**src/rtl/pfs_pkg.sv**
```systemverilog
`timescale 1ns/1ps
package pfs_pkg;

    typedef enum logic [1:0] {
        RS_DOWN    = 2'd0,
        RS_STRETCH = 2'd1,
        RS_UP      = 2'd2
    } rs_state_e;

    typedef enum logic [1:0] {
        CE_BLOCK   = 2'd0,
        CE_RECOVER = 2'd1,
        CE_PASS    = 2'd2,
        CE_DRAIN   = 2'd3
    } ce_state_e;

    function automatic int unsigned cnt_width(input int unsigned lim);
        return (lim > 1) ? $clog2(lim) : 1;
    endfunction

endpackage

```
**src/rtl/pfs_cycle_timer.sv**
```systemverilog
`timescale 1ns/1ps
module pfs_cycle_timer #(
    parameter int unsigned LIMIT = 4
) (
    input  logic clk,
    input  logic rst_n,
    input  logic clear,
    input  logic run,
    output logic last
);
    localparam int unsigned CW = pfs_pkg::cnt_width(LIMIT);
    localparam logic [CW-1:0] LAST_VAL = CW'(LIMIT - 1);

    logic [CW-1:0] cnt_q;

    always_ff @(posedge clk or negedge rst_n) begin
        if (!rst_n) begin
            cnt_q <= '0;
        end else if (clear) begin
            cnt_q <= '0;
        end else if (run && !last) begin
            cnt_q <= cnt_q + 1'b1;
        end
    end

    assign last = (cnt_q == LAST_VAL);

    AST_TIMER_IN_RANGE: assert property (@(posedge clk) disable iff (!rst_n)
        cnt_q <= LAST_VAL);

endmodule

```
**src/rtl/pfs_reset_seq.sv**
```systemverilog
`timescale 1ns/1ps
module pfs_reset_seq #(
    parameter int unsigned STRETCH_CYC = 16
) (
    input  logic clk,
    input  logic rst_n,
    input  logic pwr_good,
    input  logic wd_timeout,
    output logic rst_out_n
);
    import pfs_pkg::*;

    rs_state_e state_q, state_d;
    logic      stretch_done;

    pfs_cycle_timer #(.LIMIT(STRETCH_CYC)) stretch_tmr_i (
        .clk   (clk),
        .rst_n (rst_n),
        .clear (state_q != RS_STRETCH),
        .run   (state_q == RS_STRETCH),
        .last  (stretch_done)
    );

    always_ff @(posedge clk or negedge rst_n) begin
        if (!rst_n) state_q <= RS_DOWN;
        else        state_q <= state_d;
    end

    always_comb begin
        state_d = state_q;
        unique case (state_q)
            RS_DOWN:    if (pwr_good) state_d = RS_STRETCH;
            RS_STRETCH: begin
                if (!pwr_good)         state_d = RS_DOWN;
                else if (stretch_done) state_d = RS_UP;
            end
            RS_UP:      if (!pwr_good) state_d = RS_DOWN;
            default:    state_d = RS_DOWN;
        endcase
    end

    always_comb begin
        rst_out_n = 1'b0;
        unique case (state_q)
            RS_UP:   rst_out_n = pwr_good && !wd_timeout;
            default: rst_out_n = 1'b0;
        endcase
    end

    AST_UP_AFTER_GOOD: assert property (@(posedge clk) disable iff (!rst_n)
        (state_q == RS_UP) |-> $past(pwr_good));
    AST_DIP_RESTART: assert property (@(posedge clk) disable iff (!rst_n)
        (state_q == RS_STRETCH && !pwr_good) |=> (state_q == RS_DOWN));

endmodule

```
**src/rtl/pfs_ce_gate.sv**
```systemverilog
`timescale 1ns/1ps
module pfs_ce_gate #(
    parameter int unsigned HOLD_CYC  = 8,
    parameter int unsigned RECOV_CYC = 16
) (
    input  logic clk,
    input  logic rst_n,
    input  logic pwr_good,
    input  logic cein_n,
    output logic ceout_n
);
    import pfs_pkg::*;

    ce_state_e state_q, state_d;
    logic      recov_done;
    logic      drain_done;

    pfs_cycle_timer #(.LIMIT(RECOV_CYC)) recov_tmr_i (
        .clk   (clk),
        .rst_n (rst_n),
        .clear (state_q != CE_RECOVER),
        .run   (state_q == CE_RECOVER),
        .last  (recov_done)
    );

    pfs_cycle_timer #(.LIMIT(HOLD_CYC)) drain_tmr_i (
        .clk   (clk),
        .rst_n (rst_n),
        .clear (state_q != CE_DRAIN),
        .run   (state_q == CE_DRAIN),
        .last  (drain_done)
    );

    always_ff @(posedge clk or negedge rst_n) begin
        if (!rst_n) state_q <= CE_BLOCK;
        else        state_q <= state_d;
    end

    always_comb begin
        state_d = state_q;
        unique case (state_q)
            CE_BLOCK:   if (pwr_good) state_d = CE_RECOVER;
            CE_RECOVER: begin
                if (!pwr_good)       state_d = CE_BLOCK;
                else if (recov_done) state_d = CE_PASS;
            end
            CE_PASS: begin
                if (!pwr_good) state_d = cein_n ? CE_BLOCK : CE_DRAIN;
            end
            CE_DRAIN: begin
                if (cein_n || drain_done) state_d = CE_BLOCK;
            end
            default: state_d = CE_BLOCK;
        endcase
    end

    always_comb begin
        ceout_n = 1'b1;
        unique case (state_q)
            CE_PASS, CE_DRAIN:     ceout_n = cein_n;
            CE_BLOCK, CE_RECOVER:  ceout_n = 1'b1;
            default:               ceout_n = 1'b1;
        endcase
    end

    AST_PASS_NEEDS_POWER: assert property (@(posedge clk) disable iff (!rst_n)
        (state_q == CE_PASS) |-> $past(pwr_good));
    AST_DRAIN_NO_REOPEN: assert property (@(posedge clk) disable iff (!rst_n)
        (state_q == CE_DRAIN) |=> (state_q != CE_PASS));

endmodule

```
**src/rtl/pfs_fail_flag.sv**
```systemverilog
`timescale 1ns/1ps
module pfs_fail_flag (
    input  logic clk,
    input  logic rst_n,
    input  logic pwr_good,
    input  logic flag_rd,
    input  logic irq_en,
    output logic pf_flag,
    output logic irq_n
);
    logic pg_q;
    logic fall_evt;

    assign fall_evt = pg_q && !pwr_good;

    always_ff @(posedge clk or negedge rst_n) begin
        if (!rst_n) begin
            pg_q    <= 1'b0;
            pf_flag <= 1'b0;
        end else begin
            pg_q <= pwr_good;
            if (fall_evt)     pf_flag <= 1'b1;
            else if (flag_rd) pf_flag <= 1'b0;
        end
    end

    assign irq_n = !(pf_flag && irq_en);

    AST_FLAG_ON_FALL: assert property (@(posedge clk) disable iff (!rst_n)
        fall_evt |=> pf_flag);
    AST_READ_CLEARS: assert property (@(posedge clk) disable iff (!rst_n)
        (flag_rd && !fall_evt) |=> !pf_flag);

endmodule

```
**src/rtl/pfs_supervisor.sv**
```systemverilog
`timescale 1ns/1ps
module pfs_supervisor #(
    parameter int unsigned STRETCH_CYC = 200000,
    parameter int unsigned HOLD_CYC    = 100,
    parameter int unsigned RECOV_CYC   = 200000
) (
    input  logic clk,
    input  logic sys_rst_n,
    input  logic pwr_good,
    input  logic wd_timeout,
    input  logic cein_n,
    input  logic pf_irq_en,
    input  logic flag_rd,
    output logic rst_out_n,
    output logic ceout_n,
    output logic pf_flag,
    output logic irq_n
);

    pfs_reset_seq #(.STRETCH_CYC(STRETCH_CYC)) reset_seq_i (
        .clk        (clk),
        .rst_n      (sys_rst_n),
        .pwr_good   (pwr_good),
        .wd_timeout (wd_timeout),
        .rst_out_n  (rst_out_n)
    );

    pfs_ce_gate #(.HOLD_CYC(HOLD_CYC), .RECOV_CYC(RECOV_CYC)) ce_gate_i (
        .clk      (clk),
        .rst_n    (sys_rst_n),
        .pwr_good (pwr_good),
        .cein_n   (cein_n),
        .ceout_n  (ceout_n)
    );

    pfs_fail_flag fail_flag_i (
        .clk      (clk),
        .rst_n    (sys_rst_n),
        .pwr_good (pwr_good),
        .flag_rd  (flag_rd),
        .irq_en   (pf_irq_en),
        .pf_flag  (pf_flag),
        .irq_n    (irq_n)
    );

    AST_RELEASE_NEEDS_GOOD: assert property (@(posedge clk) disable iff (!sys_rst_n)
        $rose(rst_out_n) |-> $past(pwr_good));
    AST_BLOCK_HOLDS: assert property (@(posedge clk) disable iff (!sys_rst_n)
        (!pwr_good && $past(!pwr_good) && $past(ceout_n)) |-> ceout_n);

endmodule

```
**config.mk**
```make
export PLATFORM = sky130hd
export DESIGN_NAME = pfs_supervisor
export DESIGN_NICKNAME = d
export VERILOG_FILES = /design/src/rtl/pfs_pkg.sv /design/src/rtl/pfs_cycle_timer.sv /design/src/rtl/pfs_reset_seq.sv /design/src/rtl/pfs_ce_gate.sv /design/src/rtl/pfs_fail_flag.sv /design/src/rtl/pfs_supervisor.sv
export SDC_FILE = /design/constraint.sdc
export NUM_CORES = 1
export LEC_CHECK = 0
export ABC_AREA = 1
export BUFFER_PORTS_ARGS = -buffer_cell sky130_fd_sc_hd__buf_4
export CAP_MARGIN = 20
export CORE_UTILIZATION = 29
export CTS_CLUSTER_DIAMETER = 30
export CTS_CLUSTER_SIZE = 28
export DETAILED_ROUTE_END_ITERATION = 8
export HOLD_SLACK_MARGIN = 0.05
export PLACE_DENSITY = 0.52
export SYNTH_ARGS = -nofsm -noshare
export SYNTH_HDL_FRONTEND = slang
export SYNTH_HIERARCHICAL = 1
export SYNTH_SLANG_ARGS = --single-unit
```
**constraint.sdc**
```tcl
create_clock -name clk -period 2.65 [get_ports clk]
set_clock_uncertainty 0.1 [all_clocks]
set_input_delay 0.1325 -clock clk [delete_from_list [all_inputs] [get_ports clk]]
set_output_delay 0.1325 -clock clk [all_outputs]
set_load 0.05 [all_outputs]
```
# Word level (Yosys, flattened, before mapping)
# Index checks and enable logic that the tools add are counted.
[word_totals]
register_bits = 49
ramBits = 0
in_bits = 7
latch_bits = 0
mem_bits_ro = 0
n_memories = 0
elab_cells = 72
[classes]
reduce_logical = 23
n_div = 0
n_mux = 21
n_shift = 0
n_eq_ne = 18
n_bitwise = 0
n_mul = 0
n_addsub = 3
order_cmp = 0
[op_table]
columns = ["cell", "count"]
rows = [
  ["$mux 18", 4],
  ["$add 18x1->18 const B", 2],
  ["$eq 18x18->1 const B", 2],
  ["$mux 2", 9],
  ["$mux 7", 2],
  ["$ne 2x2->1 const B", 5],
  ["$pmux 2 s4", 1],
  ["$reduce_bool 2->1", 4],
  ["$add 7x1->7 const B", 1],
  ["$eq 7x7->1 const B", 1],
  ["$eq 2x2->1 const B", 3],
  ["$logic_and 1x1->1", 6],
  ["$logic_not 1->1", 6],
  ["$ne 2x1->1 const B", 3],
  ["$ne 3x2->1 const B", 2],
  ["$pmux 2 s3", 1],
  ["$eq 2x1->1 const B", 2],
  ["$logic_not 2->1", 2],
  ["$reduce_and 4->1", 1],
  ["$reduce_or 2->1", 2],
  ["$mux 1", 3],
  ["$reduce_and 3->1", 1],
  ["$pmux 1 s2", 1],
  ["$logic_or 1x1->1", 1],
]

# Depth between registers and ports, before layout
[depth]
word_depth = 5
depth_mapped = 11
ltp_nobuf = 10

# Hierarchy
# Netlist, hierarchy kept.
[modules_own_cells]
columns = ["mod", "n_inst", "area_per_inst_um2", "cells_each"]
rows = [
  ["pfs_cycle_timer at ce_gate_i.recov_tmr_i ...", 2, 1217.4, 175],
  ["pfs_cycle_timer at ce_gate_i.drain_tmr_i", 1, 462.9, 67],
  ["pfs_ce_gate", 1, 183.9, 31],
  ["pfs_reset_seq", 1, 101.3, 14],
  ["pfs_fail_flag", 1, 72.6, 8],
]

# Least setup slack after synthesis
# Ideal clock, no wire load.
[synth_timing]
path_kind = "register to register"
startpoint = "register ce_gate_i.recov_tmr_i.cnt_q[0]"
endpoint = "register ce_gate_i.recov_tmr_i.cnt_q[0]"
path_slack_ns = 1.002
arrival_ns = 1.428
stages_incl_launch_ff = 10
path_cell_list = "dfrtp_1 ha_1 nand3_1 nor2_4 nand3_4 nand2_4 nand2_8 buf_6 nand3_1 nand2_1"
[synth_via]
elab_chain_cells = 4
elab_cells_between_ends = 7
classes_between = "1 x add/sub; 1 x eq/ne; 2 x mux; 3 x reduce/logical"
[synth_rtl]
columns = ["item", "line_no", "rtl"]
rows = [
  ["start, declared", "pfs_cycle_timer.sv:14", "logic [CW-1:0] cnt_q;"],
  ["start signal, assigned", "pfs_cycle_timer.sv:22", "cnt_q <= cnt_q + 1'b1;"],
  ["branches (longest 4 deep; another with $add 18x1->18)", "-", ""],
]
# Several ways; the timed one is not identified. The select of a mux whose other input is x is not followed.
# A chain may end at the register's enable or synchronous reset.

# Worst setup path in the final report
[layout_timing]
startpoint = "register ce_gate_i.state_q[0]"
endpoint = "register ce_gate_i.recov_tmr_i.cnt_q[16]"
[layout_via]
elab_chain_cells = 3
elab_cells_between_ends = 5
classes_between = "2 x eq/ne; 1 x mux; 2 x reduce/logical"
[layout_rtl]
columns = ["item", "line_no", "rtl"]
rows = [
  ["start, declared", "pfs_ce_gate.sv:14", "ce_state_e state_q, state_d;"],
  ["start signal, assigned", "pfs_ce_gate.sv:36", "else state_q <= state_d;"],
  ["$eq 2x1->1", "pfs_ce_gate.sv:22", ".run (state_q == CE_RECOVER),"],
  ["$logic_and 1x1->1", "pfs_cycle_timer.sv:21", "end else if (run && !last) begin"],
  ["$reduce_bool 2->1 (no line)", "-", ""],
]
# Several ways; a longest one is shown, not always the timed one.

==> summary.md <==
| Metric | Value |
|---|---|
| Sequential power share | 43.2% |
| Ports | 11 |
| Antenna Diode Count | 0 |
| Final setup viols | 0 |
| Cts hold-fix bufs | 4 |
| Startpoint types | flop |
| Die Height | 108 µm |
| R2r setup slk | 510 ps |
| Part of the power in the clock network | 28.7% |
| Post-synthesis sequential area ratio | 37.7% |
| Max Clk Rate | 467 MHz |
| CP Class | reg2reg |
| Core Rows | 38 |
| DR WL/cell | 11.0 µm |
| Final hold vios | 0 |
| Initial core utilization | 29.9% |
| Worst hold path type | in2async |
| Status | completed |
| Mapped Cells | 470 |
| RSZ-0062 raised after global routing | no |
| Post-synth top area share | 37.7% |
| Comb power frac | 28.1% |
| Via count | 2840 |
| Synth area leaders | dfrtp_1 38%, nand2_1 20%, nor2_1 9.2% |
| Final min period | 2140 ps |
| Pins Over Slew Limit | 0 |
| Fraction of layout cells with a size suffix above 1 | 8.42% |
| Worst VDD drop | 0.000357 V |
| Port Buffers | 10 |
| Area Overhead vs Synth | 10.3% |
| Layout net count | 496 |
| Die Wd | 108 µm |
| Leakage | 1.75 nW |
| Distinct cells, synth | 29 |
| CP arrival | 2260 ps |
| Tot GR Track Use | 12.9% |
| Fillers | 1151 |
| Critical Path Fanout Max | 19 |
| Number of antenna violations at the first check in global routing | 0 |
| Worst Path Required | 2770 ps |
| Gp weighted congestion | 0.767 |
| YS warnings | 6 |
| CTS tree | built |
| Synth Register Bits | 49 |
| Largest net degree at the start of global routing | 50 |
| Post-Route WL | 6.91 mm |
| Worst-Skew Late Latency | 320 ps |
| Final Power | 0.00199 W |
| # clock sinks | 49 |
| Setup_tns | 0 ps |
| Clock buffer depth | 2 |
| NetSw | 0.000756 W |
| Drt pass-1 iters | 4 |
| Mapped Avg Cell Area | 6.93 µm² |
| Die area | 0.0117 mm² |
| Sw frac | 38.1% |
| Htree depth | 2 |
| Core area | 0.0109 mm² |
| 1st-iter DRT viols | 133 |
| Via density per instance | 4.53 |
| Resize count post-CTS | 0 |
| P_int | 0.00123 W |
| CTS clk-pin slew, worst paths | 100 ps |
| DRC viols | 0 |
| Worst setup EP type | flop |
| Post-CTS setup buffers | 0 |
| First-pass GRT wire length | 11.8 mm |
| Post-Syn Area | 0.00326 mm² |
| Cts bufs inserted | 5 |
| Syn nets | 480 |
| Global route overflow | 0 |
| # Max-Cap Violations | 0 |
| Vias in the first global route | 2537 |
| Root Driver | clkbuf_8 |
| Worst-Margin Slew | 677 ps |
| Post-synth top area cell | dfrtp_1 |
| Detailed Place HPWL | 4.86 mm |
| Pwr Density | 553 mW/mm² |
| Period utilization | 80.8% |
| Max-slew headroom | 54.9% |
| ANT nets after route | 0 |
state kept, by name, summed over array words and instances (netlist names):
signal	flops
reset_seq_i/stretch_tmr_i/cnt_q	18
ce_gate_i/recov_tmr_i/cnt_q	18
ce_gate_i/drain_tmr_i/cnt_q	7
ce_gate_i/state_q	2
reset_seq_i/state_q	2
fail_flag_i/pf_flag	1
fail_flag_i/pg_q	1
worst max-delay path, stage by stage, from the launching register on:
cell,delay (ps)
dfrtp_1,430
inv_1,170
nor2_1,130
inv_1,320
clkinv_1,400
nand2_8,270
inv_6,80
nand2_1,70
nand2_1,50
per-stage QoR:
step / hold slack (ps) / std cells / util [%] / cell area, µm² / setup WS, ps
final: 274 / 627 / 33.0 / 3590 / 508
after global placement: 115 / 615 / 31.6 / 3440 / 637
after global routing: 345 / 627 / 33.0 / 3590 / 279
after CTS: 311 / 627 / 33.0 / 3590 / 493
after detailed placement: 126 / 615 / 31.6 / 3440 / 516
after floorplan: -263 / 470 / - / 3260 / 1000
Yosys cell counts (all sizes together):
cell type	instances
o21ai	8
and2	1
xnor2	2
a21oi	4
xor2	23
inv	44
ha	3
nor2	87
clkinv	2
nand3b	1
nand4	13
nand3	44
buf	5
nor3	3
clkbuf	2
a31oi	1
nand2	177
nor3b	1
dfrtp	49
cell families (layout without fill, tap and decap cells):
logic type | Yosys count | after routing | synth area share (%)
simple gates | 327 | 327 | 44.2
buf+inv | 53 | 70 | 8.11
flops | 49 | 49 | 37.7
xor+xnor | 25 | 25 | 6.73
compound gates | 13 | 13 | 2.15
fa+ha+maj | 3 | 3 | 1.15
power groups by stage:
stage	clock network [W]	registers, W	logic, W
floorplan	0	0.000862	0.000491
global placement	0	0.000870	0.000548
detailed placement	0	0.000871	0.000560
CTS	0.000589	0.000856	0.000567
global route	0.000612	0.000865	0.000629
finish	0.000570	0.000859	0.000558
area by class of cell:
cell class / count / area (µm²) / area share [%]
clock buffer: 6 / 72.6 / 2.02
clock inverter: 2 / 38.8 / 1.08
inverter: 46 / 183 / 5.09
multi-input combinational: 368 / 1770 / 49.2
sequential: 49 / 1230 / 34.1
tap: 140 / 175 / 4.88
timing repair buffer: 16 / 130 / 3.62
layout by cell type (no fill, tap or decap), drive strengths merged:
cell type	synthesis	layout
nand2	177	177
nand3b	1	1
dfrtp	49	49
clkinv	2	3
buf	5	12
clkbuf	2	6
o21ai	8	8
inv	44	44
xnor2	2	2
ha	3	3
nor2	87	87
xor2	23	23
bufinv	0	1
nor3	3	3
a31oi	1	1
and2	1	1
nand4	13	13
dlygate4sd3	0	4
nor3b	1	1
a21oi	4	4
nand3	44	44
final timing paths:
path	end	startpoint	cells after the start
max	ce_gate_i/recov_tmr_i/cnt_q[16]	ce_gate_i/state_q[0]	8
max in group asynchronous	reset_seq_i/stretch_tmr_i/cnt_q[4]	sys_rst_n	2
min	reset_seq_i/stretch_tmr_i/cnt_q[9]	sys_rst_n	2
max reg2reg	ce_gate_i/recov_tmr_i/cnt_q[16]	ce_gate_i/state_q[0]	8
min in group clk	fail_flag_i/pf_flag	fail_flag_i/pg_q	2
min reg2reg	fail_flag_i/pf_flag	fail_flag_i/pg_q	2
per-layer routing:
layer	part of all wire [%]	global-route usage (%)	vias up
met1	50	16.6	1289
met4	2.0	5.58	0
met5	0	0	-
met3	2.8	2.53	12
li1	-	-	1496
met2	45	20.9	43
(Power assumes the default switching activity.)
